[src/rtl/irq_arb_pkg.sv]
package irq_arb_pkg;

    // Class codes shared by the post, clear, readback and winner ports
    localparam int NUM_CLASSES = 7;
    localparam int CLS_W       = 3;

    localparam logic [CLS_W-1:0] CLS_TLZ    = 3'd0;
    localparam logic [CLS_W-1:0] CLS_HSTICK = 3'd1;
    localparam logic [CLS_W-1:0] CLS_IVEC   = 3'd2;
    localparam logic [CLS_W-1:0] CLS_CPUM   = 3'd3;
    localparam logic [CLS_W-1:0] CLS_DEVM   = 3'd4;
    localparam logic [CLS_W-1:0] CLS_RESERR = 3'd5;
    localparam logic [CLS_W-1:0] CLS_SOFT   = 3'd6;
    localparam logic [CLS_W-1:0] CLS_NONE   = 3'd7;

    localparam int LVL_W = 4;

    // Result of one arbitration pass
    typedef struct packed {
        logic             take;
        logic [CLS_W-1:0] cls;
    } arb_result_t;

endpackage

[src/rtl/irq_pend_bank.sv]
// irq_pend_bank
// Holds the pending source vector of one interrupt class and its summary
// bit. Assumes post/clear hits are already decoded for this class. A post
// beats a clear of the same bit; clear-all beats both.
module irq_pend_bank #(
    parameter int VEC_W = 64,
    localparam int IDX_W = $clog2(VEC_W)
) (
    input  logic             clk,
    input  logic             rst_n,
    input  logic             clr_all,
    input  logic             post_hit,
    input  logic [IDX_W-1:0] post_idx,
    input  logic             clr_hit,
    input  logic [IDX_W-1:0] clr_idx,
    output logic [VEC_W-1:0] vec,
    output logic             pend
);

    logic [VEC_W-1:0] post_mask;
    logic [VEC_W-1:0] clr_mask;
    logic [VEC_W-1:0] vec_next;
    logic             pend_next;

    // Decode the one-hot post and clear masks
    always_comb begin
        post_mask = '0;
        clr_mask  = '0;
        if (post_hit) post_mask[post_idx] = 1'b1;
        if (clr_hit)  clr_mask[clr_idx]   = 1'b1;
    end

    // Next vector: clear first, then post, so a colliding post survives
    always_comb begin
        if (clr_all) vec_next = '0;
        else         vec_next = (vec & ~clr_mask) | post_mask;
    end

    // Summary bit: set on post, dropped only when a clear empties the vector
    always_comb begin
        pend_next = pend;
        if (clr_all)                           pend_next = 1'b0;
        else if (post_hit)                     pend_next = 1'b1;
        else if (clr_hit && (vec_next == '0))  pend_next = 1'b0;
    end

    // State registers with synchronous active-low reset
    always_ff @(posedge clk) begin
        if (!rst_n) begin
            vec  <= '0;
            pend <= 1'b0;
        end else begin
            vec  <= vec_next;
            pend <= pend_next;
        end
    end

endmodule

[src/rtl/irq_soft_level.sv]
// irq_soft_level
// Derives the software interrupt level from that class's vector. Bit 16 or
// bit 0 forces level 14; otherwise the highest set bit of 15..1 is the level,
// else 0. Assumes VEC_W >= 17.
module irq_soft_level #(
    parameter int VEC_W = 64,
    parameter int LVL_W = 4,
    localparam int TOP_BIT   = (1 << LVL_W) - 1,
    localparam int FORCE_LVL = 14,
    localparam int FORCE_HI  = 16
) (
    input  logic [VEC_W-1:0] vec,
    output logic [LVL_W-1:0] level
);

    // Priority scan from bit 1 upward so the highest set bit is kept last
    always_comb begin
        level = '0;
        if (vec[FORCE_HI] || vec[0]) begin
            level = LVL_W'(FORCE_LVL);
        end else begin
            for (int b = 1; b <= TOP_BIT; b++) begin
                if (vec[b]) level = LVL_W'(b);
            end
        end
    end

endmodule

[src/rtl/irq_prio_sel.sv]
// irq_prio_sel
// Fixed privilege-dependent priority selection over the per-class summary
// bits. Purely combinational; assumes pend bits come from registered state.
module irq_prio_sel
    import irq_arb_pkg::*;
(
    input  logic [NUM_CLASSES-1:0] pend,
    input  logic                   hyper_priv,
    input  logic                   int_enable,
    input  logic                   tlz_cond,
    output arb_result_t            res
);

    // Walk the chain for the current mode; the first eligible class wins
    always_comb begin
        res.take = 1'b0;
        res.cls  = CLS_NONE;
        if (pend != '0) begin
            if (hyper_priv) begin
                if (int_enable) begin
                    if (pend[CLS_HSTICK]) begin
                        res.take = 1'b1; res.cls = CLS_HSTICK;
                    end else if (pend[CLS_IVEC]) begin
                        res.take = 1'b1; res.cls = CLS_IVEC;
                    end
                end
            end else begin
                if (pend[CLS_TLZ] && tlz_cond) begin
                    res.take = 1'b1; res.cls = CLS_TLZ;
                end else if (pend[CLS_HSTICK]) begin
                    res.take = 1'b1; res.cls = CLS_HSTICK;
                end else if (pend[CLS_IVEC]) begin
                    res.take = 1'b1; res.cls = CLS_IVEC;
                end else if (int_enable) begin
                    if (pend[CLS_CPUM]) begin
                        res.take = 1'b1; res.cls = CLS_CPUM;
                    end else if (pend[CLS_DEVM]) begin
                        res.take = 1'b1; res.cls = CLS_DEVM;
                    end else if (pend[CLS_SOFT]) begin
                        res.take = 1'b1; res.cls = CLS_SOFT;
                    end else if (pend[CLS_RESERR]) begin
                        res.take = 1'b1; res.cls = CLS_RESERR;
                    end
                end
            end
        end
    end

endmodule

[src/rtl/irq_pend_arb.sv]
// irq_pend_arb
// Top level: one pending bank per class, readback mux, priority selection and
// software level. Requests register on the next edge; outputs are
// combinational from registered state and the live mode flags.
module irq_pend_arb
    import irq_arb_pkg::*;
#(
    parameter int VEC_W = 64,
    localparam int IDX_W = $clog2(VEC_W)
) (
    input  logic                   clk,
    input  logic                   rst_n,
    input  logic                   post_en,
    input  logic [CLS_W-1:0]       post_type,
    input  logic [IDX_W-1:0]       post_idx,
    input  logic                   clr_en,
    input  logic [CLS_W-1:0]       clr_type,
    input  logic [IDX_W-1:0]       clr_idx,
    input  logic                   clr_all,
    input  logic                   hyper_priv,
    input  logic                   int_enable,
    input  logic                   tlz_cond,
    input  logic [CLS_W-1:0]       rd_type,
    output logic [VEC_W-1:0]       rd_vec,
    output logic [NUM_CLASSES-1:0] summary,
    output logic                   take,
    output logic [CLS_W-1:0]       win_class,
    output logic [LVL_W-1:0]       soft_level
);

    logic [VEC_W-1:0] vecs [NUM_CLASSES];
    logic [LVL_W-1:0] lvl_raw;
    arb_result_t      res;

    // One bank per class, each decoding its own post/clear hit
    for (genvar c = 0; c < NUM_CLASSES; c++) begin : g_bank
        irq_pend_bank #(.VEC_W(VEC_W)) bank_i (
            .clk      (clk),
            .rst_n    (rst_n),
            .clr_all  (clr_all),
            .post_hit (post_en && (post_type == CLS_W'(c))),
            .post_idx (post_idx),
            .clr_hit  (clr_en && (clr_type == CLS_W'(c))),
            .clr_idx  (clr_idx),
            .vec      (vecs[c]),
            .pend     (summary[c])
        );
    end

    // Readback select; an unused code reads as zero
    always_comb begin
        rd_vec = '0;
        for (int c = 0; c < NUM_CLASSES; c++) begin
            if (rd_type == CLS_W'(c)) rd_vec = vecs[c];
        end
    end

    irq_prio_sel prio_i (
        .pend       (summary),
        .hyper_priv (hyper_priv),
        .int_enable (int_enable),
        .tlz_cond   (tlz_cond),
        .res        (res)
    );

    irq_soft_level #(.VEC_W(VEC_W), .LVL_W(LVL_W)) lvl_i (
        .vec   (vecs[CLS_SOFT]),
        .level (lvl_raw)
    );

    // Drive the arbitration outputs; level only shown for a software winner
    always_comb begin
        take       = res.take;
        win_class  = res.cls;
        soft_level = (res.take && res.cls == CLS_SOFT) ? lvl_raw : '0;
    end

endmodule


[config.mk]
export PLATFORM = sky130hd
export DESIGN_NAME = irq_pend_arb
export DESIGN_NICKNAME = d
export VERILOG_FILES = /design/src/rtl/irq_arb_pkg.sv /design/src/rtl/irq_pend_bank.sv /design/src/rtl/irq_soft_level.sv /design/src/rtl/irq_prio_sel.sv /design/src/rtl/irq_pend_arb.sv
export SDC_FILE = /design/constraint.sdc
export NUM_CORES = 1
export LEC_CHECK = 0
export ABC_AREA = 1
export CAP_MARGIN = 20
export CORE_MARGIN = 5
export CORE_UTILIZATION = 28
export CTS_BUF_LIST = sky130_fd_sc_hd__clkbuf_16
export DETAILED_ROUTE_END_ITERATION = 7
export PLACE_DENSITY = 0.43
export SLEW_MARGIN = 25
export SYNTH_ARGS = -nofsm -noshare
export SYNTH_HDL_FRONTEND = slang
export SYNTH_SLANG_ARGS = --single-unit
[constraint.sdc]
create_clock -name clk -period 2.3 [get_ports clk]
set_input_delay 0.23 -clock clk [delete_from_list [all_inputs] [get_ports clk]]
set_output_delay 0.23 -clock clk [all_outputs]
set_load 0.02 [all_outputs]
Word level (Yosys, flattened, before mapping) --
Index checks and enable logic that the tools add are counted.
Word-level totals: flip-flop bits (word level) 455, latch bits 0, memory bits (writable) 0, ROM bits 0, bits of input ports 29, output and inout bits 79, logic and storage cells 180, memories 0
Cells by class: add/sub/neg operators 0, multipliers 0, div/mod/pow operators 0, $lt $le $gt $ge 4, eq/ne operators 19, shifts and indexed selects 0, mux-type cells 76, bitwise logic cells 22, reduce and logical (&&, ||, !) cells 45
Operators by type and width (count):
- 64-bit 2-to-1 mux | 28
- 64-bit bitwise AND | 7
- 64-bit logical NOT | 7
- 64-bit NOT | 7
- 64-bit bitwise OR | 7
- 4-bit 2-to-1 mux | 23
- 3-bit == test, second input constant | 10
- 1-bit logical AND | 25
- 3-bit by 2-bit == test with 1-bit output, second input constant | 6
- 1-bit 2-to-1 mux | 17
- 6-bit by 7-bit less-than comparator with 1-bit output, second input constant | 2
- 2-bit nonzero test | 7
- 1-bit demux with 6-bit select | 2
- 6-bit by 1-bit >= comparator with 1-bit output, second input constant | 2
- 3-bit 2-to-1 mux | 4
- 3-bit by 1-bit == test with 1-bit output, second input constant | 3
- 3-bit logical NOT | 3
- 7-bit nonzero test | 1
- 2-bit 2-to-1 mux | 2
- 2-bit OR reduction | 1
- 1-bit logical OR | 1
- 1-bit NOT | 1

Longest topological paths before layout --
depth after elaboration 17, depth in mapped cells 15, mapped depth without buffers 14

By module --
From an unflattened synthesis, not the netlist that was laid out.
Unflattened totals: cell total of the unflattened synthesis 4515, area, all modules 26804.5 um^2
By module, submodules not included:
- irq_pend_bank at g_bank[0].bank_i ... | instances 6, cells an instance 514, area an instance 3200.6 um^2, sequential area each 1301.2 um^2
- irq_pend_arb | instances 1, cells an instance 833, area an instance 4017.6 um^2, sequential area each 0.0 um^2
- irq_pend_bank at g_bank[6].bank_i | instances 1, cells an instance 514, area an instance 3223.1 um^2, sequential area each 1301.2 um^2
- irq_soft_level | instances 1, cells an instance 45, area an instance 200.2 um^2, sequential area each 0.0 um^2
- irq_prio_sel | instances 1, cells an instance 39, area an instance 160.2 um^2, sequential area each 0.0 um^2

Worst setup path after synthesis --
OpenSTA, ideal clock, no wires.
path type in2reg, start in clr_idx[0], end reg g_bank[3].bank_i.pend, arrival 1688 ps, required time 2168 ps, setup slack 480 ps, cell stages on the path 13, path buffers 1, cells stage by stage buf_2 inv_1 nand3_1 nor2_1 nand2_1 a22oi_1 nand2_1 nor2_1 nand2_1 nor2_1 nand3_1 nand2_1 a21oi_1
On the way: longest elaborated chain between the ends 12, elaborated cells between the ends (all ways) 13, classes of those cells order compare (2); mux (4); bitwise (3); reduce/logical (4)
RTL lines:
- from (decl) | line irq_pend_arb.sv:18 | input logic [IDX_W-1:0] clr_idx,
- 6-bit by 7-bit less-than comparator with 1-bit output (implied by the code) / 6-bit by 1-bit >= comparator with 1-bit output (equally long branches) | line irq_pend_bank.sv:30 | if (clr_hit) clr_mask[clr_idx] = 1'b1;
- 1-bit logical AND (implied by the code) | line irq_pend_bank.sv:30
- 1-bit 2-to-1 mux (implied by the code) | line irq_pend_bank.sv:30
- 1-bit demux with 6-bit select *
- 64-bit 2-to-1 mux * | line irq_pend_bank.sv:30
- 64-bit NOT * | line irq_pend_bank.sv:36 | else vec_next = (vec & ~clr_mask) | post_mask;
- 64-bit bitwise AND * | line irq_pend_bank.sv:36
- 64-bit bitwise OR * | line irq_pend_bank.sv:36
- 64-bit 2-to-1 mux * | line irq_pend_bank.sv:35 | if (clr_all) vec_next = '0;
- 64-bit logical NOT * | line irq_pend_bank.sv:44 | else if (clr_hit && (vec_next == '0)) pend_next = 1'b0;
- 1-bit logical AND * | line irq_pend_bank.sv:44
- 2-bit nonzero test (no line) *
- to (signal assigned) | line irq_pend_bank.sv:54 | pend <= pend_next;
- to (decl) | line irq_pend_bank.sv:17 | output logic pend
Mark *: on every way between the ends. The rest lies on a longest branch, timed or not. A chain may end at the register's enable or synchronous reset.

Final worst setup path --
start reg g_bank[1].bank_i.pend, end out soft_level[0]
On the way: longest elaborated chain between the ends 7, elaborated cells between the ends (all ways) 10, classes of those cells eq/ne (1); mux (7); reduce/logical (2)
RTL lines:
- from (decl) | line irq_pend_bank.sv:17
- from (signal assigned) | line irq_pend_bank.sv:54
- 4-bit 2-to-1 mux, on equally long branches | line irq_prio_sel.sv:30, irq_prio_sel.sv:21
- 4-bit 2-to-1 mux, on equally long branches | line irq_prio_sel.sv:28, irq_prio_sel.sv:20
- 4-bit 2-to-1 mux | line irq_prio_sel.sv:19 | if (hyper_priv) begin
- 4-bit 2-to-1 mux * | line irq_prio_sel.sv:18 | if (pend != '0) begin
- 3-bit == test | line irq_pend_arb.sv:75 | soft_level = (res.take && res.cls == CLS_SOFT) ? lvl_raw : '0;
- 1-bit logical AND * | line irq_pend_arb.sv:75
- 4-bit 2-to-1 mux * | line irq_pend_arb.sv:75
- to (decl) | line irq_pend_arb.sv:28 | output logic [LVL_W-1:0] soft_level
Marked as above.

==> metrics.md <==
| Metric | Value |
|---|---|
| Gate count of the mapped netlist | `4,035` |
| Post-route cell area | `37,700 sq um` |
| Critical Path Fanout Max | `3` |
| Hold crit path type | `input pin to flop` |
| Final min period | `2.49 ns` |
| Worst r2r src | `g_bank[0].bank_i.vec[3]` |
| First-pass GRT wire length | `195,000 um` |
| Worst Setup Start Kind | `flop` |
| Hold_buf cts | `0` |
| # rows | `108` |
| Worst path required time | `2.07 ns` |
| Largest family of logic cells by synthesized area | `simple AND/OR/NAND/NOR gates` |
| Initial core utilization | `0.281` |
| Layout cells sized above 1 | `0.273` |
| IO Pins | `108` |
| Clock-pin slew on the worst setup and hold paths | `0.06 ns` |
| Total gr overflow | `0` |
| Initial antenna violation count | `3` |
| Worst hold path depth | `3` |
| H-Tree Level Count | `2` |
| Reg area | `9120 sq um` |
| RSZ-0062 raised after global routing | `yes` |
| Gp weighted congestion | `0.985` |
| Die area | `92,700 sq um` |
| Final period util | `1.08` |
| Slew at the pin with the worst max-slew slack | `0.711 ns` |
| R2r endpoint | `g_bank[0].bank_i.pend` |
| Max incr delay on CP | `0.32 ns` |
| Hold Path Sink | `g_bank[5].bank_i.vec[36]` |
| Simple-gate portion of the synthesized area | `0.414` |
| Hold path start | `rst_n` |
| CORE AREA | `86,500 sq um` |
| Worst Path Arrival | `2.26 ns` |
| Clk_skew | `0.0376 ns` |
| VDD IR-drop max | `0.000529 V` |
| Sink Count | `455` |
| Synth-to-Final Area Change | `55.4%` |
| Routed len/inst | `21.6 um` |
| Dpl hpwl | `101,000 um` |
| Clock insertion delay at the later pin of the skew report | `0.65 ns` |
| Synthesized cell area | `24,300 sq um` |
| First-pass iteration count of the detailed router | `6` |
| Failing checks | `setup timing` |
| Slew HR | `0.524` |
| XOR/XNOR Fraction of Synth Area | `0` |
| Post-synthesis compound-gate area fraction | `0.152` |
| Drt via density | `4.97` |
| DRT iter0 DRCs | `2,896` |
| Clock Tree Buf Depth | `3` |
| Ys async rst share | `0` |
| Syn nets | `4,064` |
| Crit-path cells | `nor2_2, inv_2, nor3_4, inv_1, a21oi_2, nand3_4, inv_4, nand2_2, a21oi_2, buf_4, buf_6` |
| Vias | `31,100` |
| FF-to-FF path depth | `9` |
| # fillers | `9,219` |
| Number of max-cap violations | `0` |
| Die X | `304 um` |
| Most common cell after layout, fill and taps aside | `nand2_1` |
| Final WS setup | `-0.191 ns` |
| Pwr Total | `18,800 uW` |
| Post-synth EDFFs | `0` |
| Mux cell area share after synthesis | `0` |
| Yosys reg bits | `455` |
| Worst R2R Setup Slack | `0.62 ns` |
| # setup viols final | `4` |
| Fin. max-slew vios | `0` |
| Largest net degree at the start of global routing | `69` |
| Pwr dens | `497 nW/um^2` |
| Overall global routing resource usage | `0.275` |
| Crit end category | `primary output` |
| Status | `complete, but fails checks` |
| Nets | `5,080` |
| Prevailing post-synth register cell | `dfxtp_1` |
| Setup Crit Path Kind | `flop to primary output` |
| LEAKAGE | `0.0168 uW` |
| Total CTS buffers | `59` |
| Port bufs | `107` |
| Vias in the first global route | `29,600` |
| Sequential share of the synthesized area | `0.375` |
| Yosys warns | `0` |
| Height of the die | `304 um` |
| Cell Area, Placed | `34,800 sq um` |
| Multi-input logic area | `14,600 sq um` |
| Final core occ | `0.436` |
| Post-DRT Antenna Nets | `0` |
| Most frequent cells in the layout | `nand2_1 (1,762), buf_4 (939), dfxtp_1 (447)` |
| CTS tree | `built` |
| Critical Path Slowest Stage Cell | `dfxtp_2` |
| Adder-Cell Fraction of Synth Area | `0` |
| Final Hold Fails | `0` |
| Fmax | `401 MHz` |
| Remaining DRCs | `0` |
| Netlist cell types | `29` |
| Hold slack final | `0.267 ns` |
| Mapped Avg Cell Area | `6.02 sq um` |
| Detailed-route wire length | `135,000 um` |
| Crit path top cell by count | `a21oi_2` |
| CTS root buffer | `clkbuf_16` |
| Dpl ws | `-1.16 ns` |
per-stage QoR:
stage | TNS (ns) | std cells
final | -0.409 | 6254
after global routing | -0.768 | 6254
after CTS | -0.562 | 6225
after detailed placement | -52.14 | 6110
after global placement | -55.15 | 6110
after floorplan | 0 | 4035
state kept, by name (all words and copies together), names as in the netlist:
| signal | count |
|---|---|
| g_bank.bank_i.pend | 7 |
| g_bank.bank_i.vec | 448 |
routing by layer:
layer | wire (um) | share of wire | track usage | vias up
met5 | 13 | 0.000096 | 0 | -
met4 | 4370 | 0.032 | 0.0792 | 2
li1 | - | - | - | 15200
met3 | 10100 | 0.075 | 0.0361 | 205
met2 | 59500 | 0.44 | 0.438 | 1135
met1 | 60900 | 0.45 | 0.392 | 14600
cells by family after synthesis:
logic type | after synthesis
AO/OA/AOI/OAI | 662
flip-flops | 455
buffers and inverters | 360
AND/OR/NAND/NOR | 2558
layout make-up:
type / instances / area share
Clock inverter: 49 / 0.00902
Multi-Input combinational cell: 3220 / 0.388
Inverter: 155 / 0.0156
Antenna cell: 1 / 0.0000663
Timing Repair Buffer: 1160 / 0.268
Tap cell: 1155 / 0.0383
Sequential cell: 455 / 0.242
Clock buffer: 59 / 0.0391
critical path, delay by kind of cell (launching register included):
kind / cells / cell delay (ns)
buf+inv: 5 / 0.51
simple gates: 4 / 0.46
flops: 1 / 0.32
compound gates: 2 / 0.30
power by group:
part	leakage (uW)	total [uW]	internal, uW	switching [uW]
Clock	0.000923	9080	5160	3920
Combinational	0.0122	1790	633	1150
Sequential	0.00367	7890	7890	4.39
timing repair:
action	4_1_cts	5_1_grt
setup endpoints to repair	79	61
buffers inserted	5	26
pin swaps	19	44
resized for setup	257	229
cloned	2	4
Yosys cell counts, types with 7 or more instances:
cell	n	area share
o2111ai_1	10	0.0036
a21oi_1	412	0.085
o21ai_0	131	0.027
nand4_1	63	0.016
a221oi_1	49	0.018
nand3_1	183	0.038
buf_4	7	0.0022
nor2_1	500	0.077
buf_2	41	0.0085
inv_1	154	0.024
a22oi_1	56	0.017
clkbuf_1	148	0.023
dfxtp_1	455	0.38
buf_1	8	0.0012
nand2_1	1792	0.28
worst max path at each step:
| stage | from | to | slack, ns |
|---|---|---|---|
| final | g_bank[1].bank_i.pend | soft_level[0] | -0.19 |
| after global routing | g_bank[6].bank_i.vec[1] | soft_level[0] | -0.31 |
| after CTS | g_bank[1].bank_i.pend | soft_level[0] | -0.23 |
| after detailed placement | clr_idx[0] | g_bank[6].bank_i.pend | -1.16 |
| after global placement | clr_idx[0] | g_bank[6].bank_i.pend | -1.15 |
| after floorplan | clr_idx[0] | g_bank[3].bank_i.pend | 0.48 |
(Power assumes the default switching activity.)
